==> src/rtl/cp0t_pkg.sv <==
// Package: shared constants, field positions and the write-target encoding
// for the coprocessor timer interrupt controller.
package cp0t_pkg;
    localparam int DATA_W     = 32;
    localparam int REG_W      = 5;
    localparam int SEL_W      = 3;
    localparam int IP_W       = 8;          // pending / mask field width
    localparam int IP_LO      = 8;          // lowest bit of pending / mask
    localparam int IP_HI      = IP_LO + IP_W - 1;
    localparam int HW_W       = IP_W - 1;   // external lines below timer bit
    localparam int CU_HI      = 31;
    localparam int CU_LO      = 28;
    localparam int IE_BIT     = 0;
    localparam int EXL_BIT    = 1;
    localparam int ERL_BIT    = 2;

    localparam logic [REG_W-1:0] REGNUM_COUNT   = 5'd9;
    localparam logic [REG_W-1:0] REGNUM_COMPARE = 5'd11;
    localparam logic [REG_W-1:0] REGNUM_STATUS  = 5'd12;

    typedef enum logic [1:0] {
        WT_NONE,
        WT_COUNT,
        WT_COMPARE,
        WT_STATUS
    } wr_target_e;

    // Bits of the status register that are implemented (all else reads 0).
    function automatic logic [DATA_W-1:0] status_keep_mask();
        logic [DATA_W-1:0] m;
        m = '0;
        m[CU_HI:CU_LO] = '1;
        m[IP_HI:IP_LO] = '1;
        m[IE_BIT]      = 1'b1;
        m[EXL_BIT]     = 1'b1;
        m[ERL_BIT]     = 1'b1;
        return m;
    endfunction
endpackage

==> src/rtl/cp0t_wr_decode.sv <==
// Module: cp0t_wr_decode
// Turns the register-number / select pair of a write into one target.
// Assumes select 0 is the only implemented select for every register.
module cp0t_wr_decode
    import cp0t_pkg::*;
(
    input  logic             wr_en,
    input  logic [REG_W-1:0] wr_reg,
    input  logic [SEL_W-1:0] wr_sel,
    output wr_target_e       target
);
    // Purpose: pick the written register, or none.
    always_comb begin
        target = WT_NONE;
        if (wr_en && (wr_sel == '0)) begin
            unique case (wr_reg)
                REGNUM_COUNT:   target = WT_COUNT;
                REGNUM_COMPARE: target = WT_COMPARE;
                REGNUM_STATUS:  target = WT_STATUS;
                default:        target = WT_NONE;
            endcase
        end
    end
endmodule

==> src/rtl/cp0t_counter.sv <==
// Module: cp0t_counter
// Free-running counter. A software load wins over an increment in the
// same cycle. Exposes the incremented value and whether it is applied,
// so the compare logic can match on the new count.
module cp0t_counter
    import cp0t_pkg::*;
#(
    parameter int W = DATA_W
)(
    input  logic         clk,
    input  logic         rst_n,
    input  logic         step,
    input  logic         load,
    input  logic [W-1:0] load_val,
    output logic [W-1:0] count,
    output logic         inc_fire,
    output logic [W-1:0] inc_val
);
    // Purpose: the increment applies only when no load is present.
    assign inc_fire = step && !load;
    assign inc_val  = count + W'(1);

    // Purpose: hold the count register.
    always_ff @(posedge clk) begin
        if (!rst_n)        count <= '0;
        else if (load)     count <= load_val;
        else if (inc_fire) count <= inc_val;
    end

    AST_COUNT_STEP: assert property (@(posedge clk) disable iff (!rst_n)
        (step && !load) |=> (count == $past(count) + W'(1)));
    AST_COUNT_LOAD: assert property (@(posedge clk) disable iff (!rst_n)
        load |=> (count == $past(load_val)));
endmodule

==> src/rtl/cp0t_compare.sv <==
// Module: cp0t_compare
// Compare register and timer pending flag. The flag is set when an applied
// increment lands on the compare value; a compare write clears it and has
// priority over a match in the same cycle.
module cp0t_compare
    import cp0t_pkg::*;
#(
    parameter int W = DATA_W
)(
    input  logic         clk,
    input  logic         rst_n,
    input  logic         load,
    input  logic [W-1:0] load_val,
    input  logic         inc_fire,
    input  logic [W-1:0] inc_val,
    output logic [W-1:0] compare,
    output logic         pend
);
    logic hit;

    // Purpose: detect a match on the newly incremented count.
    assign hit = inc_fire && (inc_val == compare);

    // Purpose: hold the compare register.
    always_ff @(posedge clk) begin
        if (!rst_n)    compare <= '0;
        else if (load) compare <= load_val;
    end

    // Purpose: set and acknowledge the timer pending flag.
    always_ff @(posedge clk) begin
        if (!rst_n)    pend <= 1'b0;
        else if (load) pend <= 1'b0;
        else if (hit)  pend <= 1'b1;
    end

    AST_PEND_ACK: assert property (@(posedge clk) disable iff (!rst_n)
        load |=> !pend);
    AST_PEND_SET: assert property (@(posedge clk) disable iff (!rst_n)
        (inc_fire && !load && (inc_val == compare)) |=> pend);
    AST_PEND_QUIET: assert property (@(posedge clk) disable iff (!rst_n)
        (!inc_fire && !load) |=> $stable(pend));
endmodule

==> src/rtl/cp0t_status.sv <==
// Module: cp0t_status
// Status register: usable field, interrupt mask, error level, exception
// level and global enable. Unimplemented bits are dropped on write.
module cp0t_status
    import cp0t_pkg::*;
(
    input  logic              clk,
    input  logic              rst_n,
    input  logic              load,
    input  logic [DATA_W-1:0] load_val,
    output logic [DATA_W-1:0] status
);
    localparam logic [DATA_W-1:0] KEEP = status_keep_mask();

    // Purpose: load the implemented fields on a status write.
    always_ff @(posedge clk) begin
        if (!rst_n)    status <= '0;
        else if (load) status <= load_val & KEEP;
    end

    AST_STATUS_HOLD: assert property (@(posedge clk) disable iff (!rst_n)
        !load |=> $stable(status));
    AST_STATUS_CU: assert property (@(posedge clk) disable iff (!rst_n)
        load |=> (status[CU_HI:CU_LO] == $past(load_val[CU_HI:CU_LO])));
endmodule

==> src/rtl/cp0t_irq.sv <==
// Module: cp0t_irq
// Registered interrupt request. Needs enable, no exception or error level,
// and at least one pending bit under a set mask bit. Assumes its inputs
// come from registers, so the request trails them by one cycle.
module cp0t_irq
    import cp0t_pkg::*;
(
    input  logic            clk,
    input  logic            rst_n,
    input  logic            ie,
    input  logic            exl,
    input  logic            erl,
    input  logic [IP_W-1:0] mask,
    input  logic [IP_W-1:0] pending,
    output logic            irq
);
    logic want;

    // Purpose: combine the gating bits with any unmasked pending source.
    assign want = ie && !exl && !erl && ((pending & mask) != '0);

    // Purpose: register the level-sensitive request.
    always_ff @(posedge clk) begin
        if (!rst_n) irq <= 1'b0;
        else        irq <= want;
    end

    AST_IRQ_LEVEL_GATE: assert property (@(posedge clk) disable iff (!rst_n)
        (exl || erl) |=> !irq);
    AST_IRQ_NEEDS_IE: assert property (@(posedge clk) disable iff (!rst_n)
        !ie |=> !irq);
    AST_IRQ_NEEDS_SRC: assert property (@(posedge clk) disable iff (!rst_n)
        ((pending & mask) == '0) |=> !irq);
endmodule

==> src/rtl/cp0_timer_irq.sv <==
// Module: cp0_timer_irq (top)
// Timer counter, compare, status and cause registers of a system-control
// coprocessor plus the interrupt request they produce. Assumes one write
// per cycle and external interrupt lines synchronous to clk.
module cp0_timer_irq
    import cp0t_pkg::*;
#(
    parameter int WDATA_W = 64
)(
    input  logic               clk,
    input  logic               rst_n,
    input  logic               cnt_step,
    input  logic               wr_en,
    input  logic [REG_W-1:0]   wr_reg,
    input  logic [SEL_W-1:0]   wr_sel,
    input  logic [WDATA_W-1:0] wr_data,
    input  logic [HW_W-1:0]    hw_irq,
    output logic [DATA_W-1:0]  count_o,
    output logic [DATA_W-1:0]  compare_o,
    output logic [DATA_W-1:0]  status_o,
    output logic [DATA_W-1:0]  cause_o,
    output logic               irq_o
);
    wr_target_e        tgt;
    logic [DATA_W-1:0] wval;
    logic              inc_fire;
    logic [DATA_W-1:0] inc_val;
    logic              timer_pend;
    logic [HW_W-1:0]   hw_q;

    // Purpose: keep the low word of the write data.
    assign wval = wr_data[DATA_W-1:0];

    generate
        if (WDATA_W > DATA_W) begin : g_wide
            logic unused_wdata_hi;
            assign unused_wdata_hi = ^wr_data[WDATA_W-1:DATA_W];
        end
    endgenerate

    cp0t_wr_decode u_dec (
        .wr_en  (wr_en),
        .wr_reg (wr_reg),
        .wr_sel (wr_sel),
        .target (tgt)
    );

    cp0t_counter #(.W(DATA_W)) u_cnt (
        .clk      (clk),
        .rst_n    (rst_n),
        .step     (cnt_step),
        .load     (tgt == WT_COUNT),
        .load_val (wval),
        .count    (count_o),
        .inc_fire (inc_fire),
        .inc_val  (inc_val)
    );

    cp0t_compare #(.W(DATA_W)) u_cmp (
        .clk      (clk),
        .rst_n    (rst_n),
        .load     (tgt == WT_COMPARE),
        .load_val (wval),
        .inc_fire (inc_fire),
        .inc_val  (inc_val),
        .compare  (compare_o),
        .pend     (timer_pend)
    );

    cp0t_status u_sts (
        .clk      (clk),
        .rst_n    (rst_n),
        .load     (tgt == WT_STATUS),
        .load_val (wval),
        .status   (status_o)
    );

    // Purpose: sample the external interrupt lines into cause.
    always_ff @(posedge clk) begin
        if (!rst_n) hw_q <= '0;
        else        hw_q <= hw_irq;
    end

    // Purpose: assemble the cause register; unused bits read zero.
    always_comb begin
        cause_o            = '0;
        cause_o[IP_HI]     = timer_pend;
        cause_o[IP_HI-1:IP_LO] = hw_q;
    end

    cp0t_irq u_irq (
        .clk     (clk),
        .rst_n   (rst_n),
        .ie      (status_o[IE_BIT]),
        .exl     (status_o[EXL_BIT]),
        .erl     (status_o[ERL_BIT]),
        .mask    (status_o[IP_HI:IP_LO]),
        .pending (cause_o[IP_HI:IP_LO]),
        .irq     (irq_o)
    );

    AST_CAUSE_HW: assert property (@(posedge clk) disable iff (!rst_n)
        1'b1 |=> (cause_o[IP_HI-1:IP_LO] == $past(hw_irq)));
    AST_CAUSE_ZERO: assert property (@(posedge clk) disable iff (!rst_n)
        (cause_o[DATA_W-1:IP_HI+1] == '0) && (cause_o[IP_LO-1:0] == '0));
endmodule

==> config.mk <==
export PLATFORM = sky130hd
export DESIGN_NAME = cp0_timer_irq
export DESIGN_NICKNAME = d
export VERILOG_FILES = /design/src/rtl/cp0t_pkg.sv /design/src/rtl/cp0t_wr_decode.sv /design/src/rtl/cp0t_counter.sv /design/src/rtl/cp0t_compare.sv /design/src/rtl/cp0t_status.sv /design/src/rtl/cp0t_irq.sv /design/src/rtl/cp0_timer_irq.sv
export SDC_FILE = /design/constraint.sdc
export NUM_CORES = 1
export LEC_CHECK = 0
export CORE_UTILIZATION = 44
export CTS_CLUSTER_DIAMETER = 40
export DETAILED_ROUTE_END_ITERATION = 10
export PLACE_DENSITY_LB_ADDON = 0.25
export SETUP_SLACK_MARGIN = 0.4
export SYNTH_ARGS = -nofsm -noshare
export SYNTH_HDL_FRONTEND = slang
export SYNTH_SLANG_ARGS = --single-unit
==> constraint.sdc <==
create_clock -name clk -period 3.1 [get_ports clk]
set_input_delay 0.62 -clock clk [delete_from_list [all_inputs] [get_ports clk]]
set_output_delay 0.62 -clock clk [all_outputs]
set_load 0.03 [all_outputs]
==> out/qor.tcl, run 1 <==
set qor(antenna_found_initial) 0
set qor(design.portCount) 212
set qor(run_status) {completed}
set qor(synth_xor_xnor_area_share) 0.1159
set qor(critPathMaxFanout) 10
set qor(synth_top_area_frac) 0.3379
set qor(firstDrtPassIters) 5
set qor(gp_congestion) 0.8344
set qor(drive_above_1_share) 0.06389
set qor(drc_errors) 0
set qor(unrepaired_setup_endpoints_after_global_routing) {false}
set qor(synthesis.yosys.warnings) 0
set qor(final-instance-count-excl-fill) 910
set qor(tritoncts_clock_tree) {built}
set qor(areaGrowthSynthToFinish_pct) 31.92
set qor(fmax_mhz) 388.5
set qor(dominant_combinational_cell_family_by_area_after_synthesis) {simple AND/OR/NAND/NOR gates}
set qor(setup_violating_endpoint_count_in_the_final_report) 0
set qor(post_synth_mux_area_share) 0.005760
set qor(path_delay_family) {simple AND/OR/NAND/NOR gates}
set qor(grt_overflow_total) 0
set qor(dp.final_hpwl_um) 10500
set qor(placement_rows) 39
set qor(dpl-instance-area_mm2) 0.006559
set qor(max_stage_delay_ns) 0.53
set qor(height_of_the_chip_um) 110.9
set qor(hold_path.class) {reg -> reg}
set qor(synth-seq-cells) 88
set qor(fp.dieW_um) 110.9
set qor(critPathCaptureType) {register}
set qor(synth_compound_area_frac) 0.1807
set qor(die-area_mm2) 0.01229
set qor(number_of_antenna_cells_inserted) 0
set qor(initial_utilization) 0.4547
set qor(syn-instance-count) 645
set qor(maxSlewViolCount) 0
set qor(dp_cells) 894
set qor(synth.top_cells.by_count) {sky130_fd_sc_hd__nand2_1 (149), sky130_fd_sc_hd__dfxtp_1 (88), sky130_fd_sc_hd__a21boi_0 (47), sky130_fd_sc_hd__buf_4 (45), sky130_fd_sc_hd__xor2_1 (36)}
set qor(cts.sink_count) 88
set qor(h-tree-depth) 3
set qor(detail_route.wirelength_um) 14520
set qor(power_density_mw_per_mm2) 368.1
set qor(post-route-min-period_ns) 2.574
set qor(critPathBufInv) 0
set qor(critPathLaunchType) {register}
set qor(edff_count_synth) 0
set qor(yosysSeqAreaShare) 0.3379
set qor(worst_pin_slew_ns) 0.7851
set qor(static-leakage-power_nw) 2.835
set qor(synth.top_cells.by_area) {sky130_fd_sc_hd__dfxtp_1 (34%), sky130_fd_sc_hd__nand2_1 (11%), sky130_fd_sc_hd__a21boi_0 (6.8%), sky130_fd_sc_hd__buf_4 (6.5%), sky130_fd_sc_hd__o211a_1 (6.3%)}
set qor(detail_route.wl_per_cell_um) 15.96
set qor(cts_buffers) 9
set qor(num-nets-final) 846
set qor(clockBufferDepth) 2
set qor(gr-usage-all-layers) 0.2340
set qor(clock-root-buffer) {sky130_fd_sc_hd__clkbuf_16}
set qor(max-cap-violations) 0
set qor(design_area_mm2) 0.006878
set qor(final_hold_viol_count) 0
set qor(crit_slowest_cell) {sky130_fd_sc_hd__or3_2}
set qor(port_buffers) 138
set qor(final.setup_skew_ns) 0.004701
set qor(post_synth_num_cell_types) 56
set qor(largest_net_degree_at_the_start_of_global_routing) 88
set qor(final_critical_path_setup_slack_ns) 0.5263
set qor(grt_pass1_wl_um) 23560
set qor(setup_tns_ns) 0
set qor(leading_cell_type_by_number_of_instances_after_synthesis) {sky130_fd_sc_hd__nand2_1}
set qor(preCtsSetupSlack_ns) 0.2654
set qor(ys_async_sr_fraction) 0
set qor(yosys.area_share.simple) 0.2525
set qor(detailedRoute.firstIterationViolations) 244
set qor(clock_insertion_delay_worst_skew_ns) 0.34
set qor(req_time_crit_path_ns) 3.38
set qor(via_per_inst) 5.409
set qor(ant_nets) 0
set qor(first_global_vias) 4683
set qor(syn_avg_cell_area_um2) 8.083
set qor(detailroute.via_count) 4922
set qor(yosys_most_used_dff) {sky130_fd_sc_hd__dfxtp_1}
set qor(critPathArrivalTime_ns) 2.85
set qor(synthAdderAreaFrac) 0.002400
set qor(core_area_mm2) 0.01147
set qor(fin_hold_ws_ns) 0.4670
set qor(syn-cell-area_mm2) 0.005214
set qor(irDropWorstVdd_v) 0.0002467
set qor(slew_headroom) 0.4766
set qor(synth_top_cell_by_area) {sky130_fd_sc_hd__dfxtp_1}
set qor(critical_path_class) {reg -> reg}
set qor(fin_crit_sh) 0.8302
set qor(path_cells) {nand4_2 > or3_2 > o21a_1 > or4_1 > a31oi_1 > nand4_1 > nand2_1}
set qor(path_clk_slew_ns) 0.06
cell families (layout without fill, tap and decap cells):
kind of cell,count (synthesis),count (layout)
adder cells (fa/ha/maj),1,1
buffers and inverters,96,178
AND/OR/NAND/NOR,270,270
multiplexers,3,3
AO/OA/AOI/OAI,117,117
other,1,41
flip-flops,88,88
XOR/XNOR,69,69
power breakdown:
| part | leakage (nW) | internal (mW) | switching, mW |
|---|---|---|---|
| clock | 0.145 | 0.650 | 0.469 |
| sequential | 0.711 | 1.14 | 0.00992 |
| combinational | 1.98 | 0.104 | 0.157 |
registers in the layout, summed over array words and instances, names as in the netlist:
name / cells
hw_q: 7
u_sts.status: 15
u_cnt.count: 32
u_irq.irq: 1
u_cmp.pend: 1
u_cmp.compare: 32
path summary, 6_finish.rpt:
path / from / endpoint / slack, ns / depth (start not counted)
hold reg to reg: u_sts.status[29]$_SDFFE_PN0N_ / u_sts.status[29]$_SDFFE_PN0N_ / 0.47 / 2
hold / removal: u_sts.status[29]$_SDFFE_PN0N_ / u_sts.status[29]$_SDFFE_PN0N_ / 0.47 / 2
setup / recovery: u_cnt.count[15]$_SDFFE_PN0P_ / u_cmp.pend$_SDFFE_PP0P_ / 0.53 / 7
setup reg to reg: u_cnt.count[15]$_SDFFE_PN0P_ / u_cmp.pend$_SDFFE_PP0P_ / 0.53 / 7
layer usage:
layer  GRT usage  part of all wire  up-vias
met4     0.05867             0.014        0
met5           0                 0        -
met2      0.3913              0.47      182
met3     0.06561             0.067       14
li1            -                 -     2379
met1      0.2959              0.45     2347
layout by cell type (no fill, tap or decap), types with 11 or more instances in the layout:
| master | Yosys | routed |
|---|---|---|
| sky130_fd_sc_hd__xnor2_1 | 33 | 33 |
| sky130_fd_sc_hd__dfxtp_1 | 88 | 87 |
| sky130_fd_sc_hd__nor2_1 | 15 | 15 |
| sky130_fd_sc_hd__a21boi_0 | 47 | 47 |
| sky130_fd_sc_hd__and2_1 | 11 | 11 |
| sky130_fd_sc_hd__nand4_1 | 18 | 18 |
| sky130_fd_sc_hd__xor2_1 | 36 | 36 |
| sky130_fd_sc_hd__nand2_1 | 149 | 149 |
| sky130_fd_sc_hd__clkdlybuf4s50_1 | 0 | 137 |
| sky130_fd_sc_hd__nand3_1 | 24 | 23 |
| sky130_fd_sc_hd__o211a_1 | 33 | 33 |
| sky130_fd_sc_hd__buf_4 | 45 | 17 |
| sky130_fd_sc_hd__conb_1 | 1 | 41 |
cell type report:
| cell class | instances | area [µm²] |
|---|---|---|
| clock buffers | 10 | 239.0 |
| fillers | 1052 | 4589 |
| inverters | 6 | 22.52 |
| multi-input cells | 501 | 3083 |
| clock inverters | 6 | 67.56 |
| repair buffers | 156 | 1524 |
| flip-flops and latches | 88 | 1763 |
| well taps | 143 | 178.9 |
worst min-delay path, delay by kind of cell (launching register included):
kind             cells  cell delay [ns]
flip-flops           1             0.31
AND/OR/NAND/NOR      1             0.05
AO/OA/AOI/OAI        1             0.06
through the flow:
step	power (mW)	utilization
2_1_floorplan	1.359	-
4_1_cts	2.545	0.5987
3_3_place_gp	1.432	0.5720
5_1_grt	2.614	0.5998
6_report	2.532	0.5998
3_5_place_dp	1.436	0.5720
repair_timing:
item,CTS,global route
hold buffers,0,0
endpoints found under the setup margin,0,1
resized for setup,0,4
buffers inserted,0,0
Power figures use the tool's default switching activity.
==> run 2, diff against run 1 <==
- clock period: 3.1 -> 2.4 ns (I/O delays scaled with it)
==> run 2 against run 1 <==
Net effect:
- critical path type unchanged
- routed wire length increased by 12%
- final cell count grew 4.3%
- total power up 23%
- largest power group unchanged
- register-to-register slack got worse by 0.38 ns
- critical path depth is the same
- count of clock-buffer cells in the layout did not move
- largest cell class unchanged
- clock power increased by 14%
==> out/qor.tcl, run 2 (same netlist as run 1, synthesis figures left out) <==
set qor(critPathMaxFanout) 7
set qor(final.setup_skew_ns) 0.006677
set qor(slew_headroom) 0.4652
set qor(ant_nets) 0
set qor(final_common_cell) {sky130_fd_sc_hd__nand2_1}
set qor(detailedRoute.firstIterationViolations) 318
set qor(setup_violating_endpoint_count_in_the_final_report) 0
set qor(detailroute.via_count) 5209
set qor(met2RoutedLength_um) 7730
set qor(power_density_mw_per_mm2) 417.7
set qor(grt_overflow_total) 0
set qor(firstDrtPassIters) 5
set qor(core_area_mm2) 0.01147
set qor(hold_path.class) {reg -> reg}
set qor(gp_congestion) 0.8989
set qor(antenna_found_initial) 0
set qor(detail_route.wl_per_cell_um) 17.15
set qor(largest_net_degree_at_the_start_of_global_routing) 89
set qor(num-nets-final) 886
set qor(topRoutingLayerUsed) {met4}
set qor(areaGrowthSynthToFinish_pct) 43.08
set qor(port_buffers) 138
set qor(dp.final_hpwl_um) 10820
set qor(placement_rows) 39
set qor(first_global_vias) 5003
set qor(path_clk_slew_ns) 0.06
set qor(drc_errors) 0
set qor(final_hold_viol_count) 0
set qor(design.portCount) 212
set qor(final_cell_mix) {sky130_fd_sc_hd__nand2_1 (147), sky130_fd_sc_hd__clkdlybuf4s50_1 (109), sky130_fd_sc_hd__dfxtp_1 (67)}
set qor(fin_hold_ws_ns) 0.4618
set qor(max-cap-violations) 0
set qor(critical_path_class) {reg -> reg}
set qor(tritoncts_clock_tree) {built}
set qor(top_regs) {u_cmp.compare (32), u_cnt.count (32), u_sts.status (15)}
set qor(gr-usage-all-layers) 0.2578
set qor(fp.dieW_um) 110.9
set qor(critPathLaunchType) {register}
set qor(critPathCaptureType) {register}
set qor(maxSlewViolCount) 0
set qor(number_of_antenna_cells_inserted) 0
set qor(fin_crit_sh) 0.9388
set qor(post-route-min-period_ns) 2.253
set qor(req_time_crit_path_ns) 2.69
set qor(fmax_mhz) 443.8
set qor(h-tree-depth) 3
set qor(drive_above_1_share) 0.1576
set qor(unrepaired_setup_endpoints_after_global_routing) {true}
set qor(worst_pin_slew_ns) 0.8022
set qor(clockBufferDepth) 2
set qor(grt_pass1_wl_um) 25360
set qor(filler_cell_count) 967
set qor(detail_route.wirelength_um) 16280
set qor(irDropWorstVdd_v) 0.0003743
set qor(die-area_mm2) 0.01229
set qor(preCtsSetupSlack_ns) -0.09894
set qor(met3RoutedLength_um) 1440
set qor(route.layer.met1.wl_um) 6708
set qor(via_per_inst) 5.489
set qor(cts.sink_count) 88
set qor(run_status) {completed}
set qor(clock-root-buffer) {sky130_fd_sc_hd__clkbuf_16}
set qor(cts_buffers) 9
set qor(initial_utilization) 0.4547
set qor(cts.hold.buffers_added) 0
set qor(clock_insertion_delay_worst_skew_ns) 0.35
set qor(static-leakage-power_nw) 3.413
set qor(critPathArrivalTime_ns) 2.55
set qor(height_of_the_chip_um) 110.9
set qor(final_critical_path_setup_slack_ns) 0.1469
## run 2: cell types whose count changed in the layout (fill, tap and decap cells not counted), sizes merged
cell	change
bufinv	-1
buf	+39
clkbuf	+1
dlymetal6s2s	+10
clkinv	+2
clkdlybuf4s50	-28
clkinvlp	-2
dlygate4sd2	+18
## run 2: layout make-up
| class | instances | area, µm² | share of cell area |
|---|---|---|---|
| inverters | 6 | 22.52 | 0.003019 |
| clock buffers | 10 | 229.0 | 0.03069 |
| multi-input cells | 501 | 3241 | 0.4344 |
| clock inverters | 5 | 33.78 | 0.004529 |
| repair buffers | 196 | 1939 | 0.2600 |
| well taps | 143 | 178.9 | 0.02399 |
| flip-flops and latches | 88 | 1815 | 0.2434 |
## run 2: path summary, 6_finish.rpt
check | startpoint | slack, ns | endpoint | depth (start not counted)
worst min-delay path | u_sts.status[28]$_SDFFE_PN0N_ | 0.46 | u_sts.status[28]$_SDFFE_PN0N_ | 2
worst max register to register | u_cnt.count[2]$_SDFFE_PN0P_ | 0.15 | u_cmp.pend$_SDFFE_PP0P_ | 7
worst max-delay path | u_cnt.count[2]$_SDFFE_PN0P_ | 0.15 | u_cmp.pend$_SDFFE_PP0P_ | 7
worst min register to register | u_sts.status[28]$_SDFFE_PN0N_ | 0.46 | u_sts.status[28]$_SDFFE_PN0N_ | 2
## run 2: critical path, cell delays in order (launching register included)
cell	delay [ns]
sky130_fd_sc_hd__dfxtp_4	0.39
sky130_fd_sc_hd__nand4_4	0.10
sky130_fd_sc_hd__or4_4	0.59
sky130_fd_sc_hd__o21a_1	0.23
sky130_fd_sc_hd__or4_4	0.43
sky130_fd_sc_hd__a31oi_4	0.17
sky130_fd_sc_hd__nand4_1	0.18
sky130_fd_sc_hd__nand2_1	0.11
## run 2: report_power, final
group | internal, mW | switching (mW)
sequential | 1.46 | 0.0121
clock | 0.696 | 0.585
combinational | 0.145 | 0.213
total | 2.31 | 0.810
## run 2: layer usage
layer  track usage  up-vias
met5             0        -
met4       0.09956        0
met3       0.08256       29
met2        0.4261      260
met1        0.3102     2452
li1              -     2468
## run 2: timing repair
action,CTS,global route
gates resized for setup,40,53
hold endpoints to repair,0,0
pin swaps,10,17
cloned,2,2
buffers inserted,10,6
setup endpoints to repair,51,81
## run 2: stage by stage
stage / cells / TNS (ns) / utilization / cell area (µm²) / power, mW
final: 949 / 0 / 0.6505 / 7460 / 3.116
after global routing: 949 / 0 / 0.6505 / 7460 / 3.207
after CTS: 941 / 0 / 0.6314 / 7241 / 3.134
after detailed placement: 914 / -2.427 / 0.5949 / 6822 / 1.861
after global placement: 914 / -0.05856 / 0.5949 / 6822 / 1.857
after floorplan: 685 / 0 / - / 5514 / 1.758
